[src/rtl/cfg_hdr_pkg.sv]
package cfg_hdr_pkg;

    localparam int DATA_W     = 32;
    localparam int LANES      = DATA_W / 8;
    localparam int IDX_W      = 4;
    localparam int NUM_BARS   = 6;
    localparam int BAR_FIRST  = 4;
    localparam int KIND_W     = 2;
    localparam int LOG2_W     = 5;
    localparam int ATTR_W     = 3;
    localparam int IO_MIN_LG  = 2;
    localparam int MEM_MIN_LG = 4;

    typedef enum logic [KIND_W-1:0] {
        SLOT_ABSENT = 2'd0,
        SLOT_IO     = 2'd1,
        SLOT_MEM    = 2'd2
    } slot_kind_e;

    typedef struct packed {
        logic              valid;
        logic              write;
        logic [IDX_W-1:0]  idx;
        logic [LANES-1:0]  be;
        logic [DATA_W-1:0] data;
    } cfg_req_t;

    // Writable-bit mask: all bits at or above the effective size exponent.
    function automatic logic [DATA_W-1:0] keep_mask(slot_kind_e kind, int unsigned lg);
        int unsigned eff;
        logic [DATA_W-1:0] m;
        if (kind == SLOT_ABSENT) begin
            m = '0;
        end else begin
            eff = lg;
            if (kind == SLOT_IO && eff < IO_MIN_LG)   eff = IO_MIN_LG;
            if (kind == SLOT_MEM && eff < MEM_MIN_LG) eff = MEM_MIN_LG;
            m = '1 << eff;
        end
        return m;
    endfunction

    // Hard-wired low bits of a BAR.
    function automatic logic [DATA_W-1:0] fixed_low(slot_kind_e kind, logic [ATTR_W-1:0] attr);
        logic [DATA_W-1:0] f;
        case (kind)
            SLOT_IO:  f = {{(DATA_W-2){1'b0}}, 2'b01};
            SLOT_MEM: f = {{(DATA_W-ATTR_W-1){1'b0}}, attr, 1'b0};
            default:  f = '0;
        endcase
        return f;
    endfunction

endpackage

[src/rtl/cfg_bar_slot.sv]
module cfg_bar_slot
    import cfg_hdr_pkg::*;
#(
    parameter slot_kind_e        KIND = SLOT_MEM,
    parameter int unsigned       LG   = 16,
    parameter logic [ATTR_W-1:0] ATTR = '0
) (
    input  logic              clk,
    input  logic              rst,
    input  logic              wr_en,
    input  logic [LANES-1:0]  be,
    input  logic [DATA_W-1:0] wdata,
    output logic [DATA_W-1:0] rd_val
);

    localparam logic [DATA_W-1:0] WMASK = keep_mask(KIND, LG);
    localparam logic [DATA_W-1:0] FIXED = fixed_low(KIND, ATTR);

    logic [DATA_W-1:0] base_q;

    always_ff @(posedge clk) begin
        if (rst) begin
            base_q <= '0;
        end else if (wr_en) begin
            for (int l = 0; l < LANES; l++) begin
                if (be[l]) base_q[8*l +: 8] <= wdata[8*l +: 8] & WMASK[8*l +: 8];
            end
        end
    end

    assign rd_val = base_q | FIXED;


    low_bits_chk: assert property (@(posedge clk) disable iff (rst)
        (rd_val & ~WMASK) == FIXED);


    idle_hold_chk: assert property (@(posedge clk) disable iff (rst)
        !wr_en |=> $stable(base_q));

    for (genvar l = 0; l < LANES; l++) begin : g_lane_chk

        lane_hold_chk: assert property (@(posedge clk) disable iff (rst)
            (wr_en && !be[l]) |=> $stable(base_q[8*l +: 8]));
    end

    if (KIND == SLOT_IO) begin : g_io_chk

        io_tag_chk: assert property (@(posedge clk) disable iff (rst)
            rd_val[1:0] == 2'b01);
    end else if (KIND == SLOT_MEM) begin : g_mem_chk

        mem_tag_chk: assert property (@(posedge clk) disable iff (rst)
            rd_val[3:0] == {ATTR, 1'b0});
    end else begin : g_absent_chk

        absent_zero_chk: assert property (@(posedge clk) disable iff (rst)
            rd_val == '0);
    end

endmodule

[src/rtl/cfg_wr_decode.sv]
module cfg_wr_decode
    import cfg_hdr_pkg::*;
(
    input  logic                clk,
    input  logic                rst,
    input  cfg_req_t            req,
    output logic [NUM_BARS-1:0] bar_wr
);

    for (genvar g = 0; g < NUM_BARS; g++) begin : g_sel
        assign bar_wr[g] = req.valid && req.write && (req.idx == IDX_W'(BAR_FIRST + g));
    end


    wr_onehot_chk: assert property (@(posedge clk) disable iff (rst)
        $onehot0(bar_wr));


    hole_wr_chk: assert property (@(posedge clk) disable iff (rst)
        (req.valid && req.write && (req.idx < IDX_W'(BAR_FIRST)
         || req.idx >= IDX_W'(BAR_FIRST + NUM_BARS))) |-> bar_wr == '0);

endmodule

[src/rtl/cfg_rd_port.sv]
module cfg_rd_port
    import cfg_hdr_pkg::*;
#(
    parameter logic [DATA_W-1:0] ID_WORD = 32'h0
) (
    input  logic              clk,
    input  logic              rst,
    input  cfg_req_t          req,
    input  logic [DATA_W-1:0] bar_vals [NUM_BARS],
    output logic              rsp_valid,
    output logic [DATA_W-1:0] rsp_rdata
);

    logic [DATA_W-1:0] sel_val;
    logic              rd_go;

    assign rd_go = req.valid && !req.write;

    always_comb begin
        sel_val = '0;
        if (req.idx == '0) sel_val = ID_WORD;
        for (int b = 0; b < NUM_BARS; b++) begin
            if (req.idx == IDX_W'(BAR_FIRST + b)) sel_val = bar_vals[b];
        end
    end

    always_ff @(posedge clk) begin
        if (rst) begin
            rsp_valid <= 1'b0;
            rsp_rdata <= '0;
        end else begin
            rsp_valid <= rd_go;
            if (rd_go) rsp_rdata <= sel_val;
        end
    end


    rsp_follow_chk: assert property (@(posedge clk) disable iff (rst)
        rd_go |=> rsp_valid);


    rsp_spurious_chk: assert property (@(posedge clk) disable iff (rst)
        !rd_go |=> !rsp_valid);


    id_read_chk: assert property (@(posedge clk) disable iff (rst)
        (rd_go && req.idx == '0) |=> rsp_rdata == ID_WORD);


    hole_read_chk: assert property (@(posedge clk) disable iff (rst)
        (rd_go && req.idx != '0 && (req.idx < IDX_W'(BAR_FIRST)
         || req.idx >= IDX_W'(BAR_FIRST + NUM_BARS))) |=> rsp_rdata == '0);

endmodule

[src/rtl/cfg_header_regs.sv]
module cfg_header_regs
    import cfg_hdr_pkg::*;
#(
    parameter logic [DATA_W-1:0]          ID_WORD   = 32'h5A3C_1E0F,
    parameter logic [NUM_BARS*KIND_W-1:0] BAR_KINDS = 12'h926,
    parameter logic [NUM_BARS*LOG2_W-1:0] BAR_LOG2  = {5'd20, 5'd4, 5'd0, 5'd12, 5'd8, 5'd16},
    parameter logic [NUM_BARS*ATTR_W-1:0] BAR_ATTR  = {3'd0, 3'd0, 3'd0, 3'd4, 3'd0, 3'd0}
) (
    input  logic              clk,
    input  logic              rst,
    input  logic              req_valid,
    input  logic              req_write,
    input  logic [3:0]        req_idx,
    input  logic [3:0]        req_be,
    input  logic [31:0]       req_wdata,
    output logic              rsp_valid,
    output logic [31:0]       rsp_rdata
);

    cfg_req_t            req;
    logic [NUM_BARS-1:0] bar_wr;
    logic [DATA_W-1:0]   bar_vals [NUM_BARS];

    assign req = '{valid: req_valid, write: req_write, idx: req_idx,
                   be: req_be, data: req_wdata};

    cfg_wr_decode u_dec (
        .clk    (clk),
        .rst    (rst),
        .req    (req),
        .bar_wr (bar_wr)
    );

    for (genvar g = 0; g < NUM_BARS; g++) begin : g_bar
        cfg_bar_slot #(
            .KIND (slot_kind_e'(BAR_KINDS[KIND_W*g +: KIND_W])),
            .LG   (int'(BAR_LOG2[LOG2_W*g +: LOG2_W])),
            .ATTR (BAR_ATTR[ATTR_W*g +: ATTR_W])
        ) u_slot (
            .clk    (clk),
            .rst    (rst),
            .wr_en  (bar_wr[g]),
            .be     (req.be),
            .wdata  (req.data),
            .rd_val (bar_vals[g])
        );
    end

    cfg_rd_port #(.ID_WORD(ID_WORD)) u_rd (
        .clk       (clk),
        .rst       (rst),
        .req       (req),
        .bar_vals  (bar_vals),
        .rsp_valid (rsp_valid),
        .rsp_rdata (rsp_rdata)
    );

endmodule

[config.mk]
export PLATFORM = sky130hd
export DESIGN_NAME = cfg_header_regs
export DESIGN_NICKNAME = d
export VERILOG_FILES = /design/src/rtl/cfg_hdr_pkg.sv /design/src/rtl/cfg_bar_slot.sv /design/src/rtl/cfg_wr_decode.sv /design/src/rtl/cfg_rd_port.sv /design/src/rtl/cfg_header_regs.sv
export SDC_FILE = /design/constraint.sdc
export NUM_CORES = 1
export LEC_CHECK = 0
export BUFFER_PORTS_ARGS = -buffer_cell sky130_fd_sc_hd__buf_2
export CAP_MARGIN = 20
export CORE_ASPECT_RATIO = 0.75
export CORE_MARGIN = 1
export CORE_UTILIZATION = 60
export CTS_BUF_LIST = sky130_fd_sc_hd__clkbuf_8
export CTS_CLUSTER_DIAMETER = 120
export DETAILED_ROUTE_END_ITERATION = 6
export HOLD_SLACK_MARGIN = 0.02
export PLACE_DENSITY = 0.9
export REMOVE_ABC_BUFFERS = 1
export SYNTH_ARGS = -nofsm -noshare
export SYNTH_HDL_FRONTEND = slang
export SYNTH_SLANG_ARGS = --single-unit
[constraint.sdc]
create_clock -name clk -period 2.31 [get_ports clk]
set_clock_uncertainty 0.15 [all_clocks]
set_input_delay 0.1155 -clock clk [delete_from_list [all_inputs] [get_ports clk]]
set_output_delay 0.1155 -clock clk [all_outputs]
set_load 0.1 [all_outputs]
# Yosys cells after proc, flatten, opt, wreduce, memory -nomap -nowiden
# Index checks and enable logic that the tools add are counted.
[word_totals]
wordCells = 52
reg_bits = 133
inputBits = 44
out_inout_bits = 33
[op_classes]
eq_ne = 6
reduce_logical = 23
n_mux = 7
[op_table]
columns = ["operator", "n"]
rows = [
  ["2-to-1 mux 32 bit", 6],
  ["2-to-1 mux 31 bit", 1],
  ["AND reduction 2 bit", 14],
  ["equality test 4 x 3 -> 1 bit, second input constant", 4],
  ["equality test 4 bit, second input constant", 2],
  ["logical AND 1 bit", 7],
  ["logical NOT 4 bit", 1],
  ["logical NOT 1 bit", 1],
]

# Logic depth before layout (Yosys ltp)
[depth]
depth_word = 8
mapped_depth = 7
mapped_depth_nobuf = 4

# Modules after synthesis
# From an unflattened synthesis, not the netlist that was laid out.
[unflattened]
hier_cells = 921
hier_area_um2 = 8134.1
[by_module_without_submodules]
columns = ["module", "area_per_inst_um2", "cells_per_inst", "seq_area_each_um2", "instances"]
rows = [
  ["cfg_rd_port", 2727.6, 354, 660.6, 1],
  ["cfg_bar_slot (g_bar[4].u_slot)", 1343.8, 134, 560.5, 1],
  ["cfg_bar_slot (g_bar[1].u_slot)", 1168.6, 119, 480.5, 1],
  ["cfg_bar_slot (g_bar[2].u_slot)", 997.2, 105, 400.4, 1],
  ["cfg_bar_slot (g_bar[0].u_slot)", 864.6, 90, 320.3, 1],
  ["cfg_bar_slot (g_bar[5].u_slot)", 694.4, 75, 240.2, 1],
  ["cfg_bar_slot (g_bar[3].u_slot)", 244.0, 33, 0.0, 1],
  ["cfg_wr_decode", 93.8, 11, 0.0, 1],
]

# Least setup slack after synthesis
# OpenSTA, ideal clock, no wires.
[synth_path]
kind = "reg2out"
start = "register u_rd.rsp_rdata[2]"
end = "output port rsp_rdata[2]"
arrival_ps = 1373
required_time_ps = 2044
n_path_buf = 1
path_slack_ps = 671
stages_incl_launch_ff = 2
path_cell_list = "dfxtp_1 > buf_4"
[synth_rtl]
columns = ["item", "line_no", "text"]
rows = [
  ["start: declaration", "cfg_rd_port.sv:11", "output logic [DATA_W-1:0] rsp_rdata"],
  ["start signal: assignment", "cfg_rd_port.sv:33", "if (rd_go) rsp_rdata <= sel_val;"],
  ["end: declaration", "cfg_header_regs.sv:17", "output logic [31:0] rsp_rdata"],
]
# No word-level cell between the ends.

# Worst setup path after layout
[layout_path]
start = "input port req_idx[2]"
end = "register g_bar[1].u_slot.base_q[10]"
[layout_between]
elab_chain_len = 3
[layout_rtl]
columns = ["item", "line_no", "text"]
rows = [
  ["start: declaration", "cfg_header_regs.sv:13", "input logic [3:0] req_idx,"],
  ["equality test 4 x 3 -> 1 bit", "cfg_wr_decode.sv:11", "assign bar_wr[g] = req.valid && req.write && (req.idx == IDX_W'(BAR_FIRST + g));"],
  ["logical AND 1 bit", "cfg_wr_decode.sv:11", ""],
  ["AND reduction 2 bit (no source line)", "-", ""],
  ["end signal: indexed assignment", "cfg_bar_slot.sv:26", "if (be[l]) base_q[8*l +: 8] <= wdata[8*l +: 8] & WMASK[8*l +: 8];"],
  ["end: declaration", "cfg_bar_slot.sv:19", "logic [DATA_W-1:0] base_q;"],
]
# No other way between the ends.
# A chain may end at the register's enable or synchronous reset.

==> impl_metrics.json <==
{
  "outcome": "finished clean",
  "clk_pin_slew_ns": 0.07,
  "fillCellCount": 645,
  "met3_usage": 0.0923,
  "synthTopCellsByArea": "dfxtp_1 47%, mux2i_1 11%, a21oi_1 7.7%",
  "clk_latency_ns": 0.45,
  "peakVddDrop_mv": 0.407,
  "grt_max_degree": 85,
  "cp-end-kind": "register",
  "criticalPathCategory": "primary input to register",
  "busiest_layer": "met2",
  "syn_avg_cell_area_um2": 8.61,
  "slowest_stage": "dlygate4sd3_1",
  "slowest_delay_ns": 0.57,
  "cts_setup_buffers": 0,
  "cts-root-buf": "clkbuf_8",
  "ys_seq_area_frac": 0.466,
  "rsz0062_at_grt": "false",
  "grt_usage": 0.344,
  "synth_top_area_frac": 0.466,
  "ant_nets": 0,
  "yosysMostFrequentCell": "dfxtp_1",
  "synth_edf_count": 0,
  "numCtsBuffers": 17,
  "p_per_area_nw_per_um2": 655,
  "synth_top_area_cell": "dfxtp_1",
  "synthDistinctLibCells": 41,
  "tritoncts": "yes",
  "final_nets": 806,
  "path_delay_family": "buffers and inverters",
  "cts.sinks": 132,
  "post_drt_wl_per_cell_um": 18.3,
  "core_um2": 9120,
  "htree_num_levels": 4,
  "antenna_cells": 0,
  "cts_buffer_depth": 2,
  "crit_required_ns": 2.55,
  "synth-compound-area-share": 0.197,
  "final-max-slew-violation-count": 0,
  "critPathLaunchType": "primary input",
  "cp.arrival_ns": 2.30,
  "die_x_um": 114,
  "maxCapViolCount": 0,
  "rows": 30,
  "synth-simple-area-share": 0.183,
  "grt_overflow_total": 0,
  "cpMostUsedCell": "buf_4",
  "yosysWarningCount": 0,
  "max_freq_mhz": 485,
  "path_max_fanout": 15,
  "netlist_area_um2": 5670,
  "hold_path.class": "primary input to register",
  "setup_tns_ns": 0,
  "setup_viol": 0,
  "antenna_found_initial": 0,
  "viasPerCell": 6.14,
  "ys_ff_latch": 132,
  "p_leak_nw": 2.94,
  "design.die.area_um2": 9850,
  "numPortBuffers": 72,
  "wl_um": 16500,
  "synth_top_family_by_area": "compound AO/OA/AOI/OAI gates",
  "async_reset_ff_frac": 0,
  "hold_viol": 0,
  "ys_top_cells_by_count": "132 x dfxtp_1, 87 x a21oi_1, 85 x nor2_1, 71 x o21ai_0, 62 x mux2i_1",
  "io_pins": 77,
  "drive_above_1_share": 0.175,
  "tightest_slew_ns": 0.686,
  "crit_buf_inv": 4,
  "slew_headroom": 0.542,
  "dieHeight_um": 86.2,
  "drc": 0,
  "drtIter0Drc": 602,
  "gp_congestion": 0.906,
  "grt_pass1_vias": 5388,
  "finalCoreUtilization": 0.757,
  "firstDrtPassIters": 5,
  "period_needed_ns": 2.06,
  "grt_pass1_wl_um": 26000,
  "vias": 5544,
  "yosys_most_used_dff": "dfxtp_1",
  "use_met1": 0.420,
  "synthCells": 659,
  "worstPathCellList": "buf_2, buf_4, nand4bb_1, buf_4, nor2_1, nand2_1, a21oi_1, dlygate4sd3_1",
  "area_growth_pct": 21.7,
  "synth_mux_area_frac": 0.109,
  "start_util": 0.622,
  "synth_xor_area_frac": 0.00154,
  "min_period_over_period": 0.892,
  "dp_hpwl_um": 10600,
  "synth_fa_ha_area_frac": 0,
  "grtUsageMet2": 0.572,
  "ctsResizeCount": 0
}
where the power goes:
| group | switching (W) | internal [W] |
|---|---|---|
| combinational | 0.000407 | 0.000160 |
| sequential | 0.0000153 | 0.00230 |
| clock | 0.000847 | 0.000788 |
| total | 0.00127 | 0.00325 |
through the flow:
step / power, W / area [um2] / setup slack [ns] / hold WS (ns) / cells
3_3_place_gp: 0.00287 / 6180 / 0.422 / 0.204 / 831
5_1_grt: 0.00465 / 6900 / 0.125 / 0.0880 / 903
4_1_cts: 0.00450 / 6900 / 0.348 / 0.0475 / 903
6_report: 0.00452 / 6900 / 0.250 / 0.0618 / 903
3_5_place_dp: 0.00288 / 6180 / 0.352 / 0.226 / 831
2_1_floorplan: 0.00265 / 5440 / 0.221 / 0.0346 / 606
flip-flops by register name (all words and copies together) (netlist names):
| signal | flops |
|---|---|
| g_bar.u_slot.rd_val | 28 |
| u_rd.rsp_valid | 1 |
| g_bar.u_slot.base_q | 72 |
| u_rd.rsp_rdata | 31 |
cells in the final DEF (no fill, tap or decap), types with 2 or more instances in the layout:
cell and count:
nand4bb_1 2, a221oi_1 5, inv_1 9, dfxtp_1 132, clkinv_2 5, nor2_1 85
nor2_8 4, mux2i_1 62, o22ai_1 9, nor2b_1 5, clkbuf_8 20, a22o_1 3
o221ai_1 9, buf_4 24, o22a_1 2, buf_12 2, and3_1 5, nand2b_1 9
nor3_1 13, dlygate4sd3_1 40, o21ai_0 71, o2bb2ai_1 8, buf_2 71, nand3_2 4
nand3_1 15, a21oi_1 87, nand2_1 59
final cells by class:
cell class / count / area [um2] / area share
clock buffers: 20 / 275 / 0.0399
inverters: 2 / 7.51 / 0.00109
flip-flops and latches: 132 / 2640 / 0.383
multi-input cells: 472 / 2790 / 0.404
clock inverters: 12 / 51.3 / 0.00743
well taps: 128 / 160 / 0.0232
repair buffers: 137 / 976 / 0.141
tightest hold or removal path, stage by stage:
cell	delay, ns
buf_2	0.17
nand2b_1	0.14
a21oi_1	0.06
o21ai_0	0.06
a21oi_1	0.06
cell families after synthesis:
kind of cell / after synthesis
AOI/OAI and AO/OA: 198
buffers and inverters: 55
and+or+nand+nor: 211
DFF: 132
muxes: 62
xor gates and xnor gates: 1
per-layer routing:
| layer | up-vias | routed length (um) |
|---|---|---|
| li1 | 2523 | - |
| met1 | 2592 | 6610 |
| met2 | 363 | 7850 |
| met3 | 66 | 1660 |
| met4 | 0 | 409 |
| met5 | - | 0 |
what timing repair did:
| item | CTS | global route |
|---|---|---|
| endpoints found under the hold margin | 117 | 0 |
| hold buffers | 40 | 0 |
| endpoints found under the setup margin | 0 | 0 |
path summary, 6_finish.rpt:
| path | slack [ns] | to | cells past startpoint | from |
|---|---|---|---|---|
| hold reg to reg | 0.32 | u_rd.rsp_rdata[2]$_SDFFE_PP0P_ | 2 | u_rd.rsp_rdata[2]$_SDFFE_PP0P_ |
| setup / recovery | 0.25 | g_bar[1].u_slot.base_q[10]$_SDFFE_PP0P_ | 8 | req_idx[2] |
| hold / removal | 0.06 | u_rd.rsp_rdata[21]$_SDFFE_PP0P_ | 5 | req_idx[0] |
| setup reg to reg | 0.94 | g_bar[1].u_slot.base_q[8]$_SDFFE_PP0P_ | 3 | g_bar[1].u_slot.base_q[8]$_SDFFE_PP0P_ |
(Power assumes the default switching activity.)
